`src/rtl/ext_irq_ctrl.sv`:
```
module ext_irq_ctrl #(
  parameter int NLINES   = 23,
  parameter int GAP_LINE = 17
) (
  input  logic              clk,
  input  logic              rst_n,
  input  logic [NLINES-1:0] line_in,
  input  logic [2:0]        reg_idx,
  input  logic              wr_en,
  input  logic [31:0]       wdata,
  output logic [31:0]       rdata,
  output logic              irq,
  output logic [NLINES-1:0] evt
);
  localparam logic [NLINES-1:0] LMASK  = ~(NLINES'(1) << GAP_LINE);
  localparam logic [31:0]       IMPL32 = 32'(LMASK);
  localparam logic [2:0] A_IM = 3'd0, A_EV = 3'd1, A_RT = 3'd2,
                         A_FT = 3'd3, A_SW = 3'd4, A_PD = 3'd5;

  logic [31:0] imr, emr, rtr, ftr, swr, pnd;
  logic [NLINES-1:0] s1, s2, s3;
  logic [NLINES-1:0] wd, rise, fall, trig, sw_new, clr, pnd_n, swr_n;
  logic w_im, w_ev, w_rt, w_ft, w_sw, w_pd;

  assign w_im = wr_en && reg_idx == A_IM;
  assign w_ev = wr_en && reg_idx == A_EV;
  assign w_rt = wr_en && reg_idx == A_RT;
  assign w_ft = wr_en && reg_idx == A_FT;
  assign w_sw = wr_en && reg_idx == A_SW;
  assign w_pd = wr_en && reg_idx == A_PD;

  assign wd     = wdata[NLINES-1:0] & LMASK;
  assign rise   = s2 & ~s3 & rtr[NLINES-1:0];
  assign fall   = ~s2 & s3 & ftr[NLINES-1:0] & {NLINES{~w_ft}};
  assign trig   = (rise | fall) & LMASK;
  assign sw_new = w_sw ? (wd & ~swr[NLINES-1:0]) : '0;
  assign clr    = w_pd ? wd : '0;
  assign pnd_n  = (pnd[NLINES-1:0] & ~clr) | trig | (sw_new & imr[NLINES-1:0]);
  assign swr_n  = (swr[NLINES-1:0] & ~clr) | sw_new;
  assign irq    = |(pnd & imr);

  always_comb begin
    case (reg_idx)
      A_IM:    rdata = imr;
      A_EV:    rdata = emr;
      A_RT:    rdata = rtr;
      A_FT:    rdata = ftr;
      A_SW:    rdata = swr;
      A_PD:    rdata = pnd;
      default: rdata = '0;
    endcase
  end

  always_ff @(posedge clk or negedge rst_n) begin
    if (!rst_n) begin
      imr <= '0; emr <= '0; rtr <= '0; ftr <= '0; swr <= '0; pnd <= '0;
      s1 <= '0; s2 <= '0; s3 <= '0; evt <= '0;
    end else begin
      if (w_im) imr <= wdata & IMPL32;
      if (w_ev) emr <= wdata & IMPL32;
      if (w_rt) rtr <= wdata & IMPL32;
      if (w_ft) ftr <= wdata & IMPL32;
      swr <= 32'(swr_n);
      pnd <= 32'(pnd_n);
      evt <= (trig | sw_new) & emr[NLINES-1:0];
      s1  <= line_in;
      s2  <= s1;
      s3  <= s2;
    end
  end

  assert_resv_zero_R1: assert property (@(posedge clk) disable iff (!rst_n)
    (rdata & ~IMPL32) == 32'd0);

  assert_level_quiet_R4: assert property (@(posedge clk) disable iff (!rst_n)
    (!wr_en && s2 == s3) |=> $stable(pnd));

  assert_sw_hold_R5: assert property (@(posedge clk) disable iff (!rst_n)
    !(wr_en && reg_idx == A_PD) |=> ((swr & $past(swr)) == $past(swr)));

  assert_irq_src_R7: assert property (@(posedge clk) disable iff (!rst_n)
    irq |-> (pnd != 32'd0));

  assert_evt_masked_R8: assert property (@(posedge clk) disable iff (!rst_n)
    (evt & ~$past(emr[NLINES-1:0])) == '0);
endmodule

```
`config.mk`:
```
export PLATFORM = sky130hd
export DESIGN_NAME = ext_irq_ctrl
export DESIGN_NICKNAME = d
export VERILOG_FILES = /design/src/rtl/ext_irq_ctrl.sv
export SDC_FILE = /design/constraint.sdc
export NUM_CORES = 1
export LEC_CHECK = 0
export ABC_AREA = 1
export CORE_MARGIN = 3
export CORE_UTILIZATION = 40
export CTS_CLUSTER_DIAMETER = 30
export DETAILED_ROUTE_END_ITERATION = 10
export DONT_BUFFER_PORTS = 1
export GPL_TIMING_DRIVEN = 0
export SLEW_MARGIN = 20
export SYNTH_ARGS = -nofsm -noshare
export SYNTH_HDL_FRONTEND = slang
export SYNTH_SLANG_ARGS = --single-unit
```
`constraint.sdc`:
```
create_clock -name clk -period 1.6 [get_ports clk]
set_clock_uncertainty 0.15 [all_clocks]
set_input_delay 0.32 -clock clk [delete_from_list [all_inputs] [get_ports clk]]
set_output_delay 0.32 -clock clk [all_outputs]
set_load 0.1 [all_outputs]
```
==> run summary <==
Die area -> 25,880 sq um
Sinks on Clock Net -> 220
Met1 Resource Use GR -> 30.70%
Vias -> 8,515
Initial DRC Count -> 751
Grt ovf -> 0
LEAKAGE -> 6.330 nW
Worst setup path start -> pnd[6]
Reg2Reg Launch Point -> rtr[19]
I/O Pins -> 117
Fin nets -> 1,402
Max Slew Vio Count -> 0
Worst IR Drop VDD -> 0.8928 mV
Clk root buf -> clkbuf_16
Max cap viols -> 0
Period minus WS final -> 2175 ps
WHS -> -657.4 ps
Met3 Track Usage GR -> 4.772%
Die Ht -> 160.9 um
Layout cells sized above 1 -> 24.66%
Post-synth top area cell -> dfrtp_1
Total clock buffers created by CTS -> 53
Clock tree buffer depth -> 3
Failing checks -> negative hold slack, negative setup slack
Slew @ Worst Pin -> 794.5 ps
Filler Cells Inserted -> 2,073
Initial antenna violation count -> 2
TNS Setup -> -8700 ps
RePlAce Congestion -> 0.8681
Synthesized cell area -> 9594 sq um
Pwr/cell area -> 1631 nW/um^2
PnR worst setup slack -> -575.3 ps
Clock Latency Late Sink -> 550 ps
HPWL after DPL -> 18,250 um
Core area -> 23,540 sq um
Hold Vio Cnt, Final -> 220
Slew headroom -> 47.03%
Setup violators final -> 45
Share of the synthesized area in the top cell type -> 57.38%
Via density -> 4.997
Hold_buf cts -> 45
Synth unique cells -> 19
Initial DRT Pass Iterations -> 5
Critical path startpoint category -> flop
Vias in the first global route -> 8,498
CTS tree -> yes
Unrepaired setup endpoints after global routing -> yes
WS Path Type -> reg -> out
H-tree depth -> 2
Syn_area_per_cell -> 8.090 sq um
Post-DR wirelength/cell -> 17.76 um
First-pass GRT wire length -> 46,690 um
Synth Register Bits -> 220
Post-Synthesis Cells -> 1,186
Critical-path maximum fanout -> 2
Total track usage -> 23.30%
Initial Util -> 40.75%
Row cnt -> 56
Outcome -> finished with violations
Met2 GRT Util -> 38.00%
Synth area leaders -> dfrtp_1 (57%), nand2_1 (12%), nor2_1 (7.8%), o21ai_0 (5.4%), inv_1 (5.1%)
Total Wirelength -> 30,260 um
Post-DRT Antenna Nets -> 0
Fmax -> 0.4597 GHz
Clk slew on worst S/H paths -> 40 ps
Period utilisation layout -> 136.0%
Syn-to-layout area delta -> 39.78%
CP Capture Type -> output pin
Largest net degree at the start of global routing -> 221
Sequential area share after synthesis -> 57.38%
I/O Buffers -> 0
YS warnings -> 0
WP data required -> 1130 ps
# DRC -> 0
Die width -> 160.9 um
GRT busiest layer -> met2
Worst EP arrival -> 1710 ps
Min-Delay Path Class -> in -> async
Final Util -> 56.96%
[placed cells by master (no fill, tap or decap), drive strengths merged]
| cell | synthesis | final |
|---|---|---|
| nor2 | 202 | 202 |
| conb | 1 | 11 |
| inv | 134 | 135 |
| buf | 45 | 89 |
| dfrtp | 220 | 220 |
| o21ai | 153 | 153 |
| nand2 | 317 | 317 |
| bufinv | 0 | 7 |
| nand4 | 28 | 28 |
| nand3 | 71 | 71 |
| diode | 0 | 2 |
| clkinv | 0 | 10 |
| clkinvlp | 0 | 3 |
| or2 | 1 | 1 |
| clkbuf | 14 | 91 |
| dlygate4sd3 | 0 | 45 |
[synth_stat cells (all sizes together)]
cell    count
nand3      71
conb        1
nor2      202
inv       134
nand4      28
buf        45
o21ai     153
dfrtp     220
nand2     317
or2         1
clkbuf     14
[cells by family (layout without fill, tap and decap cells)]
| group | count (synthesis) | count (layout) | share of synthesized area [%] |
|---|---|---|---|
| simple gates | 619 | 619 | 26.19 |
| other cells | 1 | 13 | 0.03909 |
| compound gates | 153 | 153 | 7.981 |
| buf+inv | 193 | 380 | 8.412 |
| flops | 220 | 220 | 57.38 |
[state kept, by name, indices dropped and copies added (netlist names)]
signal	flops
emr	22
evt	22
ftr	22
imr	22
pnd	22
rtr	22
s1	22
s2	22
s3	22
swr	22
[power breakdown]
part           switching (mW)  internal, mW  total (mW)
clock network            3.22          7.82        11.0
logic                    2.44          1.14        3.57
registers               0.839          6.42        7.26
total                    6.50          15.4        21.9
[layer usage]
| metal | share of wire, % | wire, um | vias up |
|---|---|---|---|
| met2 | 48 | 14430 | 335 |
| met5 | 0 | 0 | - |
| li1 | - | - | 4032 |
| met3 | 7.0 | 2108 | 68 |
| met1 | 42 | 12850 | 4080 |
| met4 | 2.9 | 870 | 0 |
[layout make-up]
| class | count | area (sq um) | area share, % |
|---|---|---|---|
| diodes | 2 | 5.005 | 0.03732 |
| plain buffers | 59 | 402.9 | 3.004 |
| clock buffers | 76 | 1563 | 11.65 |
| clock inverters | 21 | 314.1 | 2.342 |
| inverters | 134 | 505.5 | 3.769 |
| multi-input cells | 783 | 3804 | 28.36 |
| flip-flops and latches | 220 | 5588 | 41.67 |
| well taps | 319 | 399.1 | 2.976 |
| repair buffers | 90 | 829.5 | 6.186 |
[timing repair]
item                                    CTS  global route
endpoints found under the hold margin   394           220
resized for setup                       108            88
endpoints found under the setup margin   45            47
setup buffers                            32            18
pin swaps                                76            62
cloned                                    0             1
[metrics by stage]
step	instances	area [sq um]	setup WS (ps)	total power, mW
2_1_floorplan	1196	9902	-121.8	9.583
3_3_place_gp	1515	10300	-441.0	10.12
3_5_place_dp	1515	10300	-447.3	10.17
4_1_cts	1689	13040	-571.2	21.71
5_1_grt	1704	13410	-611.7	22.76
6_report	1704	13410	-575.3	21.88
[worst max-delay path, cell delays in order (launching register included)]
cell and delay, ps:
dfrtp_1 380, nand2_1 100, nand4_1 180, nor2_2 180, nand3_4 310
[worst paths after layout]
check | endpoint | slack, ps | depth (start not counted)
max | irq | -580 | 4
min reg2reg | s2[21] | 190 | 0
max reg2reg | evt[19] | 100 | 10
min in group clk | pnd[1] | 50 | 4
min | evt[20] | -660 | 0
max in group asynchronous | evt[5] | 1600 | 0
Note: power is estimated with default switching activity, not from simulation.
